**src/rtl/dsadc_seq.sv**
```systemverilog
module dsadc_seq #(
  parameter int CNT_W       = 12,
  parameter int ZERO_CLKS   = 8,
  parameter int RUNUP_CLKS  = 1000,
  parameter int MAX_RUNDOWN = 2000
) (
  input  logic             clk,
  input  logic             rst_n,
  input  logic             start,
  input  logic             cmp_zero,
  output logic             sel_ref,
  output logic             int_reset,
  output logic             busy,
  output logic [CNT_W-1:0] result,
  output logic             done,
  output logic             overrange
);
  localparam logic [CNT_W-1:0] ZERO_LAST  = CNT_W'(ZERO_CLKS - 1);
  localparam logic [CNT_W-1:0] RUNUP_LAST = CNT_W'(RUNUP_CLKS - 1);
  localparam logic [CNT_W-1:0] RD_LIMIT   = CNT_W'(MAX_RUNDOWN);

  typedef enum logic [1:0] {S_IDLE, S_ZERO, S_RUNUP, S_RUNDN} st_t;
  st_t              st;
  logic [CNT_W-1:0] cnt;

  assign sel_ref   = (st == S_RUNDN);
  assign int_reset = (st == S_IDLE) || (st == S_ZERO);
  assign busy      = (st != S_IDLE);

  always_ff @(posedge clk) begin
    if (!rst_n) begin
      st        <= S_IDLE;
      cnt       <= '0;
      result    <= '0;
      done      <= 1'b0;
      overrange <= 1'b0;
    end else begin
      done      <= 1'b0;
      overrange <= 1'b0;
      case (st)
        S_IDLE: begin
          cnt <= '0;
          if (start) st <= S_ZERO;
        end
        S_ZERO: begin
          if (cnt == ZERO_LAST) begin
            cnt <= '0;
            st  <= S_RUNUP;
          end else cnt <= cnt + 1'b1;
        end
        S_RUNUP: begin
          if (cnt == RUNUP_LAST) begin
            cnt <= '0;
            st  <= S_RUNDN;
          end else cnt <= cnt + 1'b1;
        end
        S_RUNDN: begin
          if (cmp_zero) begin
            result <= cnt;
            done   <= 1'b1;
            st     <= S_IDLE;
          end else if (cnt == RD_LIMIT) begin
            result    <= cnt;
            done      <= 1'b1;
            overrange <= 1'b1;
            st        <= S_IDLE;
          end else cnt <= cnt + 1'b1;
        end
        default: st <= S_IDLE;
      endcase
    end
  end
endmodule


```
**config.mk**
```make
export PLATFORM = sky130hd
export DESIGN_NAME = dsadc_seq
export DESIGN_NICKNAME = d
export VERILOG_FILES = /design/src/rtl/dsadc_seq.sv
export SDC_FILE = /design/constraint.sdc
export NUM_CORES = 1
export LEC_CHECK = 0
export BUFFER_PORTS_ARGS = -buffer_cell sky130_fd_sc_hd__buf_2
export CAP_MARGIN = 20
export CORE_MARGIN = 5
export CORE_UTILIZATION = 60
export CTS_BUF_LIST = sky130_fd_sc_hd__clkbuf_8
export CTS_CLUSTER_DIAMETER = 200
export DETAILED_ROUTE_END_ITERATION = 8
export PLACE_DENSITY = 0.85
export SYNTH_ARGS = -nofsm -noshare
export SYNTH_HDL_FRONTEND = slang
export SYNTH_SLANG_ARGS = --single-unit
```
**constraint.sdc**
```tcl
create_clock -name clk -period 4.6 [get_ports clk]
set_input_delay 0.69 -clock clk [delete_from_list [all_inputs] [get_ports clk]]
set_output_delay 0.69 -clock clk [all_outputs]
set_load 0.01 [all_outputs]
```
# == Yosys cells after proc, flatten, opt, wreduce, memory -nomap -nowiden ==
# Index checks and enable logic that the tools add are counted.
# word_totals
regBits,28
latchBits,0
mem_bits_rw,0
mem_bits_ro,0
inputBits,4
output_inout_bits,17
wordCells,44
memories,0
# classes
add_sub_neg,1
n_mul,0
div_mod_pow,0
magnitude_cmp,0
n_eq_ne,12
n_shift,0
mux,15
bitwise_logic,2
n_reduce_logical,9
# op_table
cell,n
12-bit two-way mux,6
12-bit one-hot mux with 4 select lines,1
12-bit by 1-bit adder with 12-bit output (second input constant),1
12-bit by 10-bit == test with 1-bit output (second input constant),1
12-bit by 11-bit == test with 1-bit output (second input constant),1
12-bit by 3-bit == test with 1-bit output (second input constant),1
2-bit two-way mux,5
2-bit != test (second input constant),4
2-bit one-hot mux with 4 select lines,1
2-bit AND reduction,3
2-bit == test (second input constant),2
4-bit AND reduction,1
2-bit nonzero test,2
3-bit by 2-bit != test with 1-bit output (second input constant),1
3-bit OR reduction,1
2-bit by 1-bit == test with 1-bit output (second input constant),1
2-bit logical NOT,1
1-bit two-way mux,2
2-bit by 1-bit != test with 1-bit output (second input constant),1
1-bit inverter,2
1-bit logical OR,1

# == Longest topological paths before layout ==
# Gate-level depths: netlist of the first run.
# logic_depth
ltp_word,4
ltp_mapped,8

# == Worst setup path after synthesis of the first run ==
# OpenSTA, ideal clock, no wires.
# synth_path
path_type,input -> register
start,input port cmp_zero
end,register cnt[6]
arrival_time_ns,1.911
t_required_ns,4.533
slack_ns,2.622
stages,6
path_buffers,1
cell_sequence,and2_1 a41o_1 buf_6 or3_1 a211o_1 a21oi_2
# synth_via
elab_chain_len,2
# synth_lines
item,line_no,rtl
start: declaration,10,"input logic cmp_zero,"
2-bit != test (no source line),n/a,
2-bit AND reduction (no source line),n/a,
end signal: assignment,49,end else cnt <= cnt + 1'b1;
end signal: assignment,55,end else cnt <= cnt + 1'b1;
end signal: assignment,67,end else cnt <= cnt + 1'b1;
end: declaration,24,logic [CNT_W-1:0] cnt;
# No other way between the ends.
# A chain may end at the register's enable or synchronous reset.

# == Worst setup path in the final report of the first run ==
# layout_path
start,register cnt[1]
end,register cnt[8]
# layout_via
elab_chain_len,4
elab_cells_between_ends,11
cone_classes,1 x add/sub; 4 x eq/ne; 5 x mux; 1 x reduce/logical
# layout_lines
item,line_no,rtl
12-bit by 1-bit adder with 12-bit output,"49, 55, 67",
12-bit two-way mux,62,end else if (cnt == RD_LIMIT) begin
12-bit two-way mux,58,if (cmp_zero) begin
12-bit one-hot mux with 4 select lines,40,case (st)
# Several ways; a longest one is shown, not always the timed one. The select of a mux whose other input is x is not followed.

==> impl_results.md, run 1 <==
* Finish-stage setup viols at 0
* Tmin final at 2.240 ns
* Crit end category: flop
* Post_cts resized at 0
* Final hold vios at 0
* Post-CTS setup buffer count at 0
* I/O Buffers at 20
* Placed Area at 1545 µm²
* Rel. slew slack at 0.5661
* GRT Total Usage at 0.1988
* Clock share of power at 0.284
* Clock Skew at 0.004148 ns
* # DRC at 0
* Post-route cell area at 1617 µm²
* Inserted Diodes at 0
* Clk_lat worst skew at 0.28 ns
* Crit path cell chain: inv_1 -> ha_1 -> nor4bb_4 -> a41o_1 -> or3_1 -> a211o_1 -> a21oi_2
* Initial Utilization at 0.6427
* Max VDD drop at 0.3587 mV
* Power per cell area at 423.7 nW/µm²
* Final Routed Wirelength at 3367 µm
* Slew Limit Fails at 0
* Sequential cell area fraction in the yosys report at 0.3832
* Fin crit share at 0.4870
* Fmax at 0.4464 GHz
* Most frequent cells in the layout: nand2_1 (37), dfxtp_1 (28), buf_2 (20)
* WP data arrival at 2.45 ns
* CP max stage delay at 0.45 ns
* Post-Syn Area at 1463 µm²
* DRT antenna net count at 0
* DP Wirelength at 2393 µm
* Largest net degree at the start of global routing at 21
* LEAKAGE at 0.6005 nW
* Inserted Clock Buffers at 3
* Max-cap violations at 0
* Hold Buf Count CTS at 0
* Grt ovf at 0
* Clock Path Buffers at 2
* EDFF count, synth at 0
* Actual slew at the worst max-slew pin at 0.6501 ns
* Area growth syn-to-layout at 10.52%
* DIE WIDTH at 59.38 µm
* Hold Path Class: flop to flop
* Final TNS setup at 0 ns
* Antenna violations before repair at 0
* Fraction of registers with async set/reset at 0
* Routed vias/inst at 6.386
* First-iteration detailed-routing DRC count at 71
* Gate power share at 0.331
* Synthesized area per cell at 8.037 µm²
* Cell family with most CP delay: compound AO/OA/AOI/OAI gates
* Syn nets at 192
* Crit path buf inv count at 1
* Pre-Repair DR Iteration Count at 5
* Clk Tree Root Cell: clkbuf_8
* CTS tree: yes
* Total number of H-tree levels at 1
* Nets at 206
* Pint at 0.4502 mW
* CP Launch Type: flop
* WS Path Type: flop to flop
* Gate Count Post-Synth at 182
* Die height at 59.38 µm
* Gpl congestion at 0.8300
* CP max FO at 18
* Yosys warns at 0
* Status: complete, no violations
* Vias in the first global route at 1,269
* Vias at 1,424
* Synth Register Bits at 28
* CTS sink cnt at 28
* IO Count at 21
* Share of cells above drive strength 1 at 0.1692
* Row count at 17
* RSZ-0062 raised after global routing: no
* Die area at 3525 µm²
* Seq pwr share at 0.385
* Most common cell after layout, fill and taps aside: nand2_1
* Distinct cells, synth at 40
* Crit-path slowest cell: a41o_1
* WL/cell at 15.10 µm
* Psw at 0.2346 mW
* Core ar. at 2276 µm²
* Predominant post-synthesis flop cell: dfxtp_1
* # fillers at 175
* WP data required at 4.81 ns
* Clock transition at the registers of the reported paths at 0.10 ns
* Switching fraction of total power at 0.3426
* First-pass GRT wire length at 5451 µm
synth_stat cells, types with 2 or more instances:
master	number	area share
or3_1	3	0.013
o21ai_0	2	0.0068
nand4_1	7	0.030
a41oi_1	2	0.012
a211o_1	2	0.012
ha_1	6	0.051
clkbuf_1	5	0.013
nor3b_1	2	0.010
nand3_1	8	0.027
buf_2	6	0.021
dfxtp_1	28	0.38
o311ai_0	2	0.012
o211ai_1	4	0.021
nand2_1	37	0.095
nor3_1	6	0.021
inv_1	7	0.018
and2_1	5	0.021
nor2_1	12	0.031
a21oi_2	3	0.018
a21oi_1	15	0.051
power groups by stage:
stage	sequential [mW]	combinational [mW]	clock, mW
after global placement	0.268	0.214	0
after floorplan	0.267	0.175	0
final	0.263	0.227	0.195
after global routing	0.265	0.249	0.207
after CTS	0.264	0.229	0.198
after detailed placement	0.269	0.224	0
layout make-up:
class                           count  area [µm²]  share of cell area
Multi-Input combinational cell    135       815.8              0.5046
Sequential cell                    28       560.5              0.3467
Timing Repair Buffer               21       107.6             0.06656
Clock buffer                        3       41.29             0.02554
Tap cell                           28       35.03             0.02167
Clock inverter                      1       30.03             0.01858
Inverter                            7       26.28             0.01625
per-stage QoR:
step | std cells | util | power [mW] | hold slack [ns] | worst slack (ns)
global route | 223 | 0.7103 | 0.7207 | 0.4704 | 2.228
floorplan | 182 | - | 0.4413 | 0.4691 | 2.622
global placement | 219 | 0.6789 | 0.4815 | 0.4397 | 2.348
detailed placement | 219 | 0.6789 | 0.4934 | 0.4435 | 2.287
finish | 223 | 0.7103 | 0.6849 | 0.4544 | 2.360
CTS | 223 | 0.7103 | 0.6903 | 0.4570 | 2.365
final timing paths:
kind / start / end / slack (ns) / cells past startpoint
hold / removal: result[2] / result[2] / 0.45 / 2
setup reg to reg: cnt[1] / cnt[8] / 2.36 / 7
setup / recovery: cnt[1] / cnt[8] / 2.36 / 7
hold reg to reg: result[2] / result[2] / 0.45 / 2
cell families (layout without fill, tap and decap cells):
| kind of cell | count (synthesis) | count (layout) | share of synthesized area |
|---|---|---|---|
| buf+inv | 19 | 32 | 0.05903 |
| compound gates | 38 | 38 | 0.1848 |
| flops | 28 | 28 | 0.3832 |
| xor+xnor | 1 | 1 | 0.005989 |
| mux | 1 | 1 | 0.006844 |
| simple gates | 89 | 89 | 0.3088 |
| fa+ha+maj | 6 | 6 | 0.05132 |
routing by layer:
layer	wire length [µm]	share of wire	up-vias	GRT usage
li1	-	-	674	-
met1	1365	0.41	671	0.2421
met2	1683	0.50	68	0.3370
met3	257	0.076	11	0.03486
met4	61	0.018	0	0.09061
met5	0	0	-	0
registers in the layout, summed over array words and instances (netlist names):
signal     count
overrange      1
result        12
cnt           12
st             2
done           1
worst min-delay path: stages (launching register included):
cell	delay, ns
dfxtp_1	0.32
nand2_1	0.05
a21oi_1	0.05
Note: power is estimated with default switching activity, not from simulation.
==> run 2: changes to the inputs <==
--- a/config.mk
+++ b/config.mk
@@ -8,11 +8,11 @@
 export BUFFER_PORTS_ARGS = -buffer_cell sky130_fd_sc_hd__buf_2
 export CAP_MARGIN = 20
 export CORE_MARGIN = 5
-export CORE_UTILIZATION = 60
+export CORE_UTILIZATION = 53
 export CTS_BUF_LIST = sky130_fd_sc_hd__clkbuf_8
 export CTS_CLUSTER_DIAMETER = 200
 export DETAILED_ROUTE_END_ITERATION = 8
-export PLACE_DENSITY = 0.85
+export PLACE_DENSITY = 0.8
 export SYNTH_ARGS = -nofsm -noshare
 export SYNTH_HDL_FRONTEND = slang
 export SYNTH_SLANG_ARGS = --single-unit
==> constraint.sdc (replaced) <==
create_clock -name clk -period 1.95 [get_ports clk]
set_input_delay 0.2925 -clock clk [delete_from_list [all_inputs] [get_ports clk]]
set_output_delay 0.2925 -clock clk [all_outputs]
set_load 0.01 [all_outputs]
==> run 2 against run 1 <==
  * Power rose to 2.6 times the previous value
  * Flip-flop and latch count is the same
  * Clock power is 63% higher
  * Non-clock buffer count up 19
  * Cell count is 9.9% higher
  * First-iteration DRC count down 2.8%
  * Worst setup slack worse by 2.3 ns
  * Combinational power increased to 3.5 times the previous value
  * Fmax grew 17%
  * Critical path type unchanged
  * Critical endpoint is now cnt[5]
==> impl_results.md, run 2 (synthesis gave the netlist of run 1 again) <==
* Status: complete, no violations
* Vias at 1,540
* Rel. slew slack at 0.7255
* Hold Buf Count CTS at 0
* Initial Utilization at 0.5397
* Share of cells above drive strength 1 at 0.3411
* Min-Delay Startpoint: cmp_zero
* DIE WIDTH at 62.54 µm
* Die area at 3911 µm²
* Die height at 62.54 µm
* DP Wirelength at 2765 µm
* Clock Path Buffers at 2
* Final TNS setup at 0 ns
* RSZ-0062 raised after global routing: yes
* Inserted Diodes at 0
* Actual slew at the worst max-slew pin at 0.4112 ns
* Slew Limit Fails at 0
* I/O Buffers at 20
* CTS tree: yes
* Routed vias/inst at 6.286
* Final worst-path setup slack at 0.02740 ns
* Most common cell after layout, fill and taps aside: nand2_1
* Most frequent cells in the layout: nand2_1 (35), dfxtp_1 (25), buf_2 (20)
* Antenna violations before repair at 0
* Biggest regs: cnt x12, result x12, st x2
* First-iteration detailed-routing DRC count at 69
* WS Path Type: flop to flop
* Clk_lat worst skew at 0.28 ns
* Inserted Clock Buffers at 3
* # fillers at 212
* Clk Tree Root Cell: clkbuf_8
* Post-route cell area at 1847 µm²
* Total number of H-tree levels at 1
* CP Launch Type: flop
* Nets at 226
* Area growth syn-to-layout at 26.26%
* Util after Layout at 0.6814
* CP Launch Point: cnt[1]
* Reg2Reg Depth at 6
* Crit path depth at 6
* Pre-Repair DR Iteration Count at 4
* Crit path cell chain: ha_4 -> and4bb_2 -> nand4_1 -> a221oi_2 -> nor4_1 -> o31a_1
* Crit end category: flop
* Hold-critical path depth at 2
* CP max stage delay at 0.44 ns
* Max-cap violations at 0
* IO Count at 21
* Clock transition at the registers of the reported paths at 0.09 ns
* Vias in the first global route at 1,502
* Crit-path slowest cell: a221oi_2
* Final hold vios at 0
* CP max FO at 4
* Fmax at 0.5201 GHz
* Gpl congestion at 0.9018
* WL/cell at 16.85 µm
* Hold Path Class: input pin to flop
* Row count at 19
* CTS sink cnt at 28
* # DRC at 0
* Post-layout total power at 1.751 mW
* Tmin final at 1.923 ns
* WP data arrival at 2.10 ns
* First-pass GRT wire length at 6589 µm
* Placed Area at 1664 µm²
* Fin crit share at 0.9859
* Clock Skew at 0.003594 ns
* WP data required at 2.13 ns
* Cell family with most CP delay: compound AO/OA/AOI/OAI gates
* Largest net degree at the start of global routing at 20
* Core ar. at 2710 µm²
* GRT Total Usage at 0.1992
* Worst slack, placed at -0.03978 ns
* LEAKAGE at 0.7000 nW
* Grt ovf at 0
* DRT antenna net count at 0
* Finish-stage setup viols at 0
* Final Routed Wirelength at 4129 µm
* Crit path buf inv count at 0
* Max VDD drop at 0.7550 mV
* Power per cell area at 948.2 nW/µm²
* Reg2reg start: cnt[1]
## run 2: cell types whose count changed in the layout (fill, tap and decap cells not counted), moves of 3 or more
cell and change:
buf_6 +3, ha_2 +3, dfxtp_1 -3, ha_1 -4, buf_4 +16
## run 2: worst paths after layout
kind,slack [ns],endpoint
setup / recovery,0.03,cnt[5]
hold reg to reg,0.46,result[2]
setup reg to reg,0.03,cnt[5]
hold / removal,0.25,overrange
## run 2: layout make-up
class	instances	area [µm²]	share of cell area
inverter	7	26.28	0.01423
multi-input combinational	136	909.6	0.4925
sequential	28	569.3	0.3083
timing repair buffer	40	261.5	0.1416
tap	31	38.79	0.02100
clock buffer	3	41.29	0.02236
## run 2: per-layer routing
layer | track usage | vias up | share of wire
met5 | 0 | - | 0
met4 | 0.1088 | 0 | 0.047
met3 | 0.02698 | 29 | 0.071
met2 | 0.3329 | 74 | 0.49
met1 | 0.2442 | 723 | 0.39
li1 | - | 714 | -
## run 2: metrics by stage
step,std cells,hold WS (ns)
after floorplan,182,0.3708
after global placement,237,0.4415
after detailed placement,237,0.4479
after CTS,242,0.2010
after global routing,245,0.2599
final,245,0.2498
## run 2: what timing repair did
action / 4_1_cts / 5_1_grt
pin swaps: 2 / 16
resized for setup: 1 / 29
cloned: 0 / 1
endpoints found under the setup margin: 6 / 12
buffers inserted: 2 / 2
## run 2: power by group
group / switching (mW) / total (mW) / internal (mW)
clock network: 0.179 / 0.318 / 0.139
logic: 0.467 / 0.799 / 0.332
registers: 0.0323 / 0.634 / 0.602
total: 0.678 / 1.75 / 1.07
==> run 3: changes to the inputs <==
--- a/config.mk
+++ b/config.mk
@@ -7,12 +7,13 @@
 export LEC_CHECK = 0
 export BUFFER_PORTS_ARGS = -buffer_cell sky130_fd_sc_hd__buf_2
 export CAP_MARGIN = 20
+export CORE_ASPECT_RATIO = 1.75
 export CORE_MARGIN = 5
-export CORE_UTILIZATION = 53
+export CORE_UTILIZATION = 40
 export CTS_BUF_LIST = sky130_fd_sc_hd__clkbuf_8
 export CTS_CLUSTER_DIAMETER = 200
 export DETAILED_ROUTE_END_ITERATION = 8
-export PLACE_DENSITY = 0.8
+export PLACE_DENSITY = 0.63
 export SYNTH_ARGS = -nofsm -noshare
 export SYNTH_HDL_FRONTEND = slang
 export SYNTH_SLANG_ARGS = --single-unit
==> run 3 against run 2 <==
  * Sequential power barely moved
  * Cell count rose by 7.3%
  * Worst setup slack got worse by 0.0066 ns
  * Power fell by 1.9%
  * Via count fell by 0.52%
  * Largest power group unchanged
  * Design area rose by 1.0%
  * Flip-flop and latch count did not move
  * Highest routed layer unchanged
==> impl_results.md, run 3 (synthesis gave the netlist of run 1 again) <==
* CTS tree: yes
* Placed insts at 254
* DP Wirelength at 2845 µm
* Largest net degree at the start of global routing at 20
* LEAKAGE at 0.7130 nW
* Met1 Track Usage GR at 0.1460
* Most common cell on crit path: buf_4
* Reg2Reg Setup Slack at 0.02 ns
* Finish-stage setup viols at 0
* Biggest regs: cnt x12, result x12, st x2
* CP max stage delay at 0.38 ns
* Tmin final at 1.929 ns
* Clk_lat worst skew at 0.28 ns
* Fmax at 0.5183 GHz
* DRT antenna net count at 0
* Crit path capture: cnt[8]
* CTS sink cnt at 28
* Post-layout total power at 1.718 mW
* Switching fraction of total power at 0.3618
* Crit path depth at 9
* Routed vias/inst at 5.825
* Die height at 90.00 µm
* # DRC at 0
* Inserted Clock Buffers at 3
* Initial Utilization at 0.4072
* Reg2Reg Depth at 9
* CP Launch Type: flop
* GRT Total Usage at 0.1504
* DIE WIDTH at 55.71 µm
* Slew Limit Fails at 0
* Final Routed Wirelength at 3968 µm
* Gate power share at 0.417
* CP Launch Point: cnt[0]
* Pre-Repair DR Iteration Count at 4
* Hold Path Class: input pin to flop
* RSZ-0062 raised after global routing: yes
* Share of cells above drive strength 1 at 0.3226
* Fin crit share at 0.9893
* Die area at 5014 µm²
* First-pass GRT wire length at 6168 µm
* WP data required at 2.17 ns
* WL/cell at 15.09 µm
* Min-Delay Startpoint: cmp_zero
* Inserted Diodes at 0
* Final hold vios at 0
* Clock Path Buffers at 2
* Row count at 29
* Reg2reg start: cnt[0]
* Nets at 228
* Grt ovf at 0
* Vias at 1,532
* Antenna violations before repair at 0
* Crit end category: flop
* Gr busiest metal: met2
* Crit path buf inv count at 3
* Cell family with most CP delay: compound AO/OA/AOI/OAI gates
* Vias in the first global route at 1,413
* Seq pwr share at 0.367
* GR Util met2 at 0.2925
* Area growth syn-to-layout at 27.54%
* # fillers at 343
* IO Count at 21
* Core ar. at 3592 µm²
* WS Path Type: flop to flop
* FF-to-FF End: cnt[8]
* Crit-path slowest cell: dfxtp_4
* CP max FO at 4
* Most frequent cells in the layout: nand2_1 (36), dfxtp_1 (25), buf_4 (22)
* Clock Skew at 0.004485 ns
* Crit path cell chain: ha_4 -> and4bb_2 -> buf_4 -> a21oi_2 -> buf_4 -> a221oi_4 -> buf_4 -> a211o_1 -> a21oi_2
* Psw at 0.6214 mW
* Met3 global-route usage at 0.01719
* Max-cap violations at 0
* Actual slew at the worst max-slew pin at 0.3762 ns
* WP data arrival at 2.15 ns
* Power per cell area at 920.8 nW/µm²
* Most common cell after layout, fill and taps aside: nand2_1
* Clock transition at the registers of the reported paths at 0.10 ns
* Pint at 1.096 mW
* Clock share of power at 0.215
* Hold Worst Slack at 0.2108 ns
* Non-Filler Instances at 263
* Status: complete, no violations
* Rel. slew slack at 0.7489
* Total number of H-tree levels at 1
* First-iteration detailed-routing DRC count at 54
* I/O Buffers at 20
* Max VDD drop at 0.6018 mV
* Clk Tree Root Cell: clkbuf_8
* Gpl congestion at 0.8825
run 3: changes by cell type in the layout (fill, tap and decap cells not counted), sizes merged:
cell	change
clkbuf	+1
buf	+2
run 3: how the worst min path moves through the flow:
| stage | endpoint | slack (ns) | cells past startpoint |
|---|---|---|---|
| 2_1_floorplan | overrange | 0.37 | 1 |
| 3_3_place_gp | result[2] | 0.44 | 2 |
| 3_5_place_dp | result[10] | 0.44 | 2 |
| 4_1_cts | overrange | 0.18 | 2 |
| 5_1_grt | overrange | 0.20 | 2 |
| 6_report | overrange | 0.21 | 2 |
run 3: worst register-to-register path, stage by stage, from the launching register on:
cell and delay [ns]:
dfxtp_4 0.38, ha_4 0.16, and4bb_2 0.23, buf_4 0.14, a21oi_2 0.18, buf_4 0.17, a221oi_4 0.07, buf_4 0.16
a211o_1 0.25, a21oi_2 0.14
run 3: routing by layer:
metal  share of wire  wire (µm)
met5               0          0
met4           0.032        126
met3           0.039        155
met2            0.54       2151
met1            0.39       1535
run 3: power groups by stage:
| stage | Combinational (mW) | Sequential (mW) | Clock (mW) |
|---|---|---|---|
| floorplan | 0.413 | 0.630 | 0 |
| global placement | 0.608 | 0.632 | 0 |
| detailed placement | 0.621 | 0.636 | 0 |
| CTS | 0.670 | 0.624 | 0.384 |
| global route | 0.774 | 0.634 | 0.401 |
| finish | 0.717 | 0.631 | 0.370 |
run 3: metrics by stage:
stage | setup TNS [ns] | worst slack [ns] | utilization | area, µm²
final | 0 | 0.02080 | 0.5193 | 1866
after global routing | -0.1905 | -0.03772 | 0.5193 | 1866
after CTS | 0 | 0.01705 | 0.4943 | 1775
after detailed placement | -0.1894 | -0.06644 | 0.4727 | 1698
after global placement | 0 | 0.03122 | 0.4727 | 1698
after floorplan | 0 | 0.02216 | - | 1465
run 3: cell type report:
| class | instances | area (µm²) | area share |
|---|---|---|---|
| inverters | 7 | 26.28 | 0.01408 |
| flip-flops and latches | 28 | 569.3 | 0.3052 |
| well taps | 46 | 57.56 | 0.03085 |
| multi-input cells | 136 | 892.1 | 0.4782 |
| clock buffers | 4 | 55.05 | 0.02951 |
| repair buffers | 42 | 265.3 | 0.1422 |
run 3: timing repair:
action	4_1_cts	5_1_grt
hold buffers	0	0
setup endpoints to repair	8	9
gates resized for setup	6	15
hold endpoints to repair	0	0
cloned	0	1
buffers inserted	0	4
pin swaps	3	13
